--- src/rtl/stfwd_pkg.sv ---
package stfwd_pkg;
  typedef enum logic [1:0] {
    RES_CACHE = 2'd0,
    RES_FWD   = 2'd1,
    RES_STALL = 2'd2
  } res_kind_e;
endpackage

--- src/rtl/stfwd_entry_cmp.sv ---
// Compares one store queue entry against the load: eligibility, overlap,
// full coverage and the data shifted to the load's byte offset.
module stfwd_entry_cmp #(
  parameter int ADDR_W = 16,
  parameter int DATA_W = 64,
  parameter int TAG_W  = 8,
  parameter int SIZE_W = 4
) (
  input  logic              ent_valid,
  input  logic [TAG_W-1:0]  ent_tag,
  input  logic [ADDR_W-1:0] ent_addr,
  input  logic [SIZE_W-1:0] ent_size,
  input  logic [DATA_W-1:0] ent_data,
  input  logic [ADDR_W-1:0] ld_addr,
  input  logic [SIZE_W-1:0] ld_size,
  input  logic [TAG_W-1:0]  ld_tag,
  output logic              cand,
  output logic              full_cov,
  output logic [DATA_W-1:0] shifted
);
  localparam int BYTES = DATA_W / 8;
  localparam int OFF_W = (BYTES > 1) ? $clog2(BYTES) : 1;

  logic [ADDR_W:0] st_lo, st_hi, ld_lo, ld_hi;
  logic            eligible, overlap;
  logic [OFF_W-1:0] off;

  always_comb begin
    st_lo = {1'b0, ent_addr};
    st_hi = st_lo + (ADDR_W+1)'(ent_size);
    ld_lo = {1'b0, ld_addr};
    ld_hi = ld_lo + (ADDR_W+1)'(ld_size);
    eligible = ent_valid && (ent_size != '0) && (ent_tag < ld_tag);
    overlap  = (ld_lo < st_hi) && (ld_hi > st_lo);
    cand     = eligible && overlap;
    full_cov = (ld_lo >= st_lo) && (ld_hi <= st_hi);
    off      = ld_addr[OFF_W-1:0] & (ent_size[OFF_W-1:0] - OFF_W'(1));
    shifted  = ent_data >> {off, 3'b000};
  end
endmodule

--- src/rtl/stfwd_age_pick.sv ---
// Age-priority select: the candidate with the largest tag wins.
module stfwd_age_pick #(
  parameter int N     = 8,
  parameter int TAG_W = 8,
  localparam int IDX_W = (N > 1) ? $clog2(N) : 1
) (
  input  logic [N-1:0]       cand,
  input  logic [N*TAG_W-1:0] tags,
  output logic               hit,
  output logic [IDX_W-1:0]   idx
);
  logic [TAG_W-1:0] best;

  always_comb begin
    hit  = 1'b0;
    idx  = '0;
    best = '0;
    for (int i = 0; i < N; i++) begin
      if (cand[i] && (!hit || tags[i*TAG_W +: TAG_W] > best)) begin
        hit  = 1'b1;
        idx  = IDX_W'(i);
        best = tags[i*TAG_W +: TAG_W];
      end
    end
  end
endmodule

--- src/rtl/stfwd_stall_track.sv ---
// Single stall record: oldest partially blocked load and its blocking store.
module stfwd_stall_track #(
  parameter int TAG_W = 8
) (
  input  logic             clk,
  input  logic             rst_n,
  input  logic             set_req,
  input  logic [TAG_W-1:0] new_ld_tag,
  input  logic [TAG_W-1:0] new_st_tag,
  input  logic             done_valid,
  input  logic [TAG_W-1:0] done_tag,
  output logic             active,
  output logic [TAG_W-1:0] st_tag,
  output logic [TAG_W-1:0] ld_tag,
  output logic             replay_valid,
  output logic [TAG_W-1:0] replay_tag
);
  logic clear_hit, live_after, take;

  always_comb begin
    clear_hit  = active && done_valid && (done_tag == st_tag);
    live_after = active && !clear_hit;
    take       = set_req && (!live_after || (new_ld_tag < ld_tag));
  end

  always_ff @(posedge clk or negedge rst_n) begin
    if (!rst_n) begin
      active       <= 1'b0;
      st_tag       <= '0;
      ld_tag       <= '0;
      replay_valid <= 1'b0;
      replay_tag   <= '0;
    end else begin
      replay_valid <= clear_hit;
      if (clear_hit) replay_tag <= ld_tag;
      if (take) begin
        active <= 1'b1;
        st_tag <= new_st_tag;
        ld_tag <= new_ld_tag;
      end else if (clear_hit) begin
        active <= 1'b0;
      end
    end
  end
endmodule

--- src/rtl/store_fwd_check.sv ---
module store_fwd_check #(
  parameter int SQ_DEPTH = 8,
  parameter int ADDR_W   = 16,
  parameter int DATA_W   = 64,
  parameter int TAG_W    = 8,
  localparam int BYTES   = DATA_W / 8,
  localparam int SIZE_W  = $clog2(BYTES) + 1
) (
  input  logic                   clk,
  input  logic                   rst_n,
  input  logic                   req_valid,
  output logic                   req_ready,
  input  logic [ADDR_W-1:0]      req_addr,
  input  logic [SIZE_W-1:0]      req_size,
  input  logic [TAG_W-1:0]       req_tag,
  input  logic [SQ_DEPTH-1:0]    sq_valid,
  input  logic [SQ_DEPTH*TAG_W-1:0]  sq_tag,
  input  logic [SQ_DEPTH*ADDR_W-1:0] sq_addr,
  input  logic [SQ_DEPTH*SIZE_W-1:0] sq_size,
  input  logic [SQ_DEPTH*DATA_W-1:0] sq_data,
  input  logic [SQ_DEPTH-1:0]    sq_done,
  input  logic                   done_valid,
  input  logic [TAG_W-1:0]       done_tag,
  output logic                   res_valid,
  input  logic                   res_ready,
  output logic [1:0]             res_kind,
  output logic [TAG_W-1:0]       res_tag,
  output logic [DATA_W-1:0]      res_data,
  output logic                   stall_active,
  output logic [TAG_W-1:0]       stall_store_tag,
  output logic [TAG_W-1:0]       stall_load_tag,
  output logic                   replay_valid,
  output logic [TAG_W-1:0]       replay_tag
);
  import stfwd_pkg::*;
  localparam int IDX_W = (SQ_DEPTH > 1) ? $clog2(SQ_DEPTH) : 1;

  logic [SQ_DEPTH-1:0] cand, full_cov;
  logic [DATA_W-1:0]   shifted [SQ_DEPTH];
  logic                hit;
  logic [IDX_W-1:0]    win;

  for (genvar g = 0; g < SQ_DEPTH; g++) begin : g_ent
    stfwd_entry_cmp #(
      .ADDR_W(ADDR_W), .DATA_W(DATA_W), .TAG_W(TAG_W), .SIZE_W(SIZE_W)
    ) u_cmp (
      .ent_valid(sq_valid[g]),
      .ent_tag  (sq_tag [g*TAG_W  +: TAG_W]),
      .ent_addr (sq_addr[g*ADDR_W +: ADDR_W]),
      .ent_size (sq_size[g*SIZE_W +: SIZE_W]),
      .ent_data (sq_data[g*DATA_W +: DATA_W]),
      .ld_addr  (req_addr),
      .ld_size  (req_size),
      .ld_tag   (req_tag),
      .cand     (cand[g]),
      .full_cov (full_cov[g]),
      .shifted  (shifted[g])
    );
  end

  stfwd_age_pick #(.N(SQ_DEPTH), .TAG_W(TAG_W)) u_pick (
    .cand(cand), .tags(sq_tag), .hit(hit), .idx(win)
  );

  res_kind_e         kind_d;
  logic [DATA_W-1:0] data_d, byte_mask;
  logic              accept;

  always_comb begin
    for (int b = 0; b < BYTES; b++)
      byte_mask[b*8 +: 8] = (SIZE_W'(b) < req_size) ? 8'hFF : 8'h00;
    kind_d = RES_CACHE;
    data_d = '0;
    if (hit) begin
      if (full_cov[win]) begin
        kind_d = RES_FWD;
        data_d = shifted[win] & byte_mask;
      end else if (!sq_done[win]) begin
        kind_d = RES_STALL;
      end
    end
  end

  assign req_ready = !res_valid || res_ready;
  assign accept    = req_valid && req_ready;

  always_ff @(posedge clk or negedge rst_n) begin
    if (!rst_n) begin
      res_valid <= 1'b0;
      res_kind  <= RES_CACHE;
      res_tag   <= '0;
      res_data  <= '0;
    end else if (accept) begin
      res_valid <= 1'b1;
      res_kind  <= kind_d;
      res_tag   <= req_tag;
      res_data  <= data_d;
    end else if (res_ready) begin
      res_valid <= 1'b0;
    end
  end

  stfwd_stall_track #(.TAG_W(TAG_W)) u_stall (
    .clk         (clk),
    .rst_n       (rst_n),
    .set_req     (accept && (kind_d == RES_STALL)),
    .new_ld_tag  (req_tag),
    .new_st_tag  (sq_tag[win*TAG_W +: TAG_W]),
    .done_valid  (done_valid),
    .done_tag    (done_tag),
    .active      (stall_active),
    .st_tag      (stall_store_tag),
    .ld_tag      (stall_load_tag),
    .replay_valid(replay_valid),
    .replay_tag  (replay_tag)
  );
endmodule

--- config.mk ---
export PLATFORM = sky130hd
export DESIGN_NAME = store_fwd_check
export DESIGN_NICKNAME = d
export VERILOG_FILES = /design/src/rtl/stfwd_pkg.sv /design/src/rtl/stfwd_entry_cmp.sv /design/src/rtl/stfwd_age_pick.sv /design/src/rtl/stfwd_stall_track.sv /design/src/rtl/store_fwd_check.sv
export SDC_FILE = /design/constraint.sdc
export NUM_CORES = 2
export LEC_CHECK = 0
export BUFFER_PORTS_ARGS = -buffer_cell sky130_fd_sc_hd__buf_2
export CAP_MARGIN = 0
export CELL_PAD_IN_SITES_DETAIL_PLACEMENT = 1
export CELL_PAD_IN_SITES_GLOBAL_PLACEMENT = 2
export CORE_MARGIN = 8
export CORE_UTILIZATION = 31
export CTS_BUF_LIST = sky130_fd_sc_hd__clkbuf_16
export DETAILED_ROUTE_END_ITERATION = 8
export GPL_TIMING_DRIVEN = 0
export PLACE_DENSITY = 0.9
export SYNTH_ARGS = -nofsm -noshare
export SYNTH_HDL_FRONTEND = slang
export SYNTH_SLANG_ARGS = --single-unit
--- constraint.sdc ---
create_clock -name clk -period 3.3 [get_ports clk]
set_input_delay 0.33 -clock clk [delete_from_list [all_inputs] [get_ports clk]]
set_output_delay 0.33 -clock clk [all_outputs]
set_load 0.005 [all_outputs]
==> flow_summary.json <==
{
  "num_vias": 54600,
  "finalNetCount": 8068,
  "yosysTopAreaCell": "ha_1",
  "min_path_type": "in2reg",
  "drc": 2,
  "synth_edf_count": 0,
  "path_class": "in2reg",
  "relSlewSlack_pct": -1.19,
  "insertion_delay_ns": 0.40,
  "antenna_left": 0,
  "start_kind": "input port",
  "min_period_over_period_pct": 513,
  "violations": "design-rule violations, max-capacitance violations, max-slew violations, negative setup slack",
  "hold_viol": 0,
  "dp_hpwl_um": 258000,
  "viasPerCell": 6.59,
  "grt_max_degree": 66,
  "syn_to_final_growth_pct": 34.7,
  "cts_tree": "built",
  "maxCapViolCount": 3,
  "placed_cells": 8062,
  "yosys.cell_types.count": 92,
  "irDropWorstVdd_v": 0.000254,
  "cts_sinks": 101,
  "nFillCells": 15600,
  "route.detailed.wl_per_inst_um": 37.3,
  "antenna_found_initial": 86,
  "wirelength_um": 310000,
  "synth_top_area_share_pct": 21.9,
  "ys.flop_type": "dfrtp_1",
  "gp_congestion": 1.10,
  "ys_ff_latch": 101,
  "ioPinCount": 895,
  "grt_pass1_wl_um": 414000,
  "power_per_cell_area_mw_per_mm2": 397,
  "yosys_warnings": 0,
  "synthesis.nets": 6994,
  "drt_iter0_drc": 6256,
  "cts-htree-levels": 3,
  "cp_common_cell": "o21a_1",
  "grt_pass1_vias": 53800,
  "whs_ns": 0.155,
  "syn_inst": 5509,
  "layout_setup_ws_ns": -13.63,
  "die_w_um": 371,
  "hold_path_depth": 2,
  "rsz0062_at_grt": "yes",
  "die-area_sq_mm": 0.138,
  "worstReg2RegEnd": "u_stall.ld_tag[0]",
  "path_clk_slew_ns": 0.10,
  "synth.area.top_cells": "ha_1, nand2_1, mux2i_1, dfrtp_1, a211oi_1",
  "regToRegStartpoint": "u_stall.st_tag[2]",
  "cts_inserted_buffers": 9,
  "syn-cell-area_sq_mm": 0.0390,
  "rr_worst_depth": 10,
  "r2r_slack_ns": 0.35,
  "drtPass1Iterations": 9,
  "critPathMaxStageDelay_ns": 0.41,
  "root_buffer": "clkbuf_16",
  "grt_use_total_pct": 41.8,
  "portBuffers": 894,
  "setup_viol": 83,
  "start_util_pct": 31.2,
  "final_util_pct": 42.0,
  "drive_above_1_share_pct": 25.9,
  "clock.fmax_ghz": 0.0591,
  "hp-start": "req_valid",
  "drv_slew": 10,
  "clock_skew_ns": 0.0261,
  "die_h_um": 371,
  "syn_area_per_cell_sq_um": 7.08,
  "row_count": 130,
  "endpoint_kind": "flip-flop",
  "synth_seq_area_share_pct": 6.48,
  "async_flop_share_pct": 100,
  "cts_buffer_depth": 2,
  "critPathMaxFanout": 8,
  "coreArea_sq_mm": 0.125,
  "slowest_stage": "a221o_1",
  "finalNonFillerCells": 8293,
  "crit_arrival_ns": 17.19,
  "grt_overflow_total": 0,
  "finalCriticalPeriod_ns": 16.93,
  "min_to": "res_valid",
  "yosysMostFrequentCell": "nand2_1",
  "synthTopCellsByCount": "nand2_1, ha_1, mux2i_1",
  "required_ns": 3.57,
  "p_leak_nw": 25.3,
  "status": "finished, violations left",
  "worstMarginPinSlew_ns": 1.52
}
[final cells by class]
class	instances	area (sq um)	area share, %
clock inverters	7	68.8	0.131
multi-input cells	4847	38300	72.8
flip-flops and latches	101	2530	4.81
inverters	227	852	1.62
well taps	1650	2060	3.93
diodes	55	138	0.262
repair buffers	1068	6360	12.1
plain buffers	329	2090	3.97
clock buffers	9	225	0.428
[cell usage in the layout, fill, tap and decap left out, types with 41 or more instances in the layout]
| cell type | netlist | routed |
|---|---|---|
| inv_1 | 226 | 223 |
| xnor2_1 | 124 | 109 |
| nor2b_1 | 50 | 43 |
| o21a_1 | 41 | 41 |
| nor3_1 | 124 | 95 |
| and3_1 | 175 | 166 |
| nand4_1 | 96 | 96 |
| nand2_1 | 1085 | 1076 |
| buf_2 | 31 | 877 |
| dfrtp_1 | 101 | 101 |
| a311oi_4 | 0 | 43 |
| buf_6 | 1 | 42 |
| nor2_1 | 258 | 238 |
| a21oi_1 | 267 | 247 |
| buf_4 | 5 | 136 |
| o21ai_0 | 215 | 203 |
| mux2i_1 | 370 | 336 |
| a211oi_1 | 184 | 126 |
| nand2b_1 | 56 | 56 |
| clkbuf_1 | 255 | 210 |
| diode_2 | 0 | 55 |
| a31oi_1 | 151 | 136 |
| ha_1 | 683 | 659 |
| nand3_1 | 226 | 218 |
| a21o_1 | 126 | 126 |
| a211oi_2 | 3 | 45 |
[worst max-delay path: cells and delay by family]
family / cells / cell delay (ns)
compound gates: 46 / 7.85
xor+xnor: 1 / 0.28
buf+inv: 13 / 1.94
fa+ha+maj: 9 / 2.54
mux: 6 / 1.81
simple gates: 19 / 2.38
[per-stage QoR]
| step | cell area (sq um) | total power [mW] | setup slack [ns] | TNS [ns] |
|---|---|---|---|---|
| after floorplan | 39600 | 8.81 | -12.34 | -1013.20 |
| final | 52600 | 20.9 | -13.63 | -1117.46 |
| after CTS | 50200 | 18.6 | -13.06 | -1071.60 |
| after global routing | 52500 | 21.2 | -14.12 | -1159.36 |
| after global placement | 46100 | 15.2 | -18.68 | -1503.07 |
| after detailed placement | 46400 | 15.5 | -18.23 | -1465.92 |
[flip-flops by register name (all words and copies together) (netlist names)]
| name | flops |
|---|---|
| res_valid | 1 |
| u_stall.ld_tag | 8 |
| u_stall.st_tag | 8 |
| res_data | 64 |
| u_stall.replay_tag | 8 |
| res_tag | 8 |
| u_stall.active | 1 |
| u_stall.replay_valid | 1 |
| res_kind | 2 |
[how the worst max path moves through the flow]
stage / startpoint / end / slack, ns
after floorplan: req_addr[0] / u_stall.ld_tag[1] / -12.34
after global placement: req_addr[1] / res_data[9] / -18.68
after detailed placement: req_addr[1] / res_data[33] / -18.23
after CTS: sq_size[0] / res_data[15] / -13.06
after global routing: sq_addr[1] / u_stall.ld_tag[0] / -14.12
final: sq_size[2] / u_stall.ld_tag[0] / -13.63
[timing repair]
action                                  CTS  global route
cloned                                    3             4
endpoints found under the setup margin   83            83
setup buffers                            99            58
pin swaps                               158           156
hold buffers                              1             0
gates resized for setup                 504           327
endpoints found under the hold margin    36             0
[power by group]
part	switching (mW)	internal [mW]
clock network	0.667	0.536
registers	0.540	1.53
logic	11.2	6.39
total	12.4	8.46
[layer usage]
metal	global-route usage [%]	wire length (um)	vias to the layer above
met4	27.0	25500	32
met1	50.9	116000	27100
met3	13.1	37900	1024
met2	63.4	130000	3729
met5	0	195	-
li1	-	-	22800
[logic make-up (layout without fill, tap and decap cells)]
family                   after synthesis  after routing  share of synthesized area (%)
adder cells (fa/ha/maj)              692            692                           22.4
buffers and inverters                561           1640                           5.56
AND/OR/NAND/NOR                     2190           2190                           25.6
other                                  0             55                              0
flip-flops                           101            101                           6.48
AO/OA/AOI/OAI                       1380           1380                           24.3
XOR/XNOR                             142            142                           3.19
multiplexers                         443            443                           12.5
(Power assumes the default switching activity.)
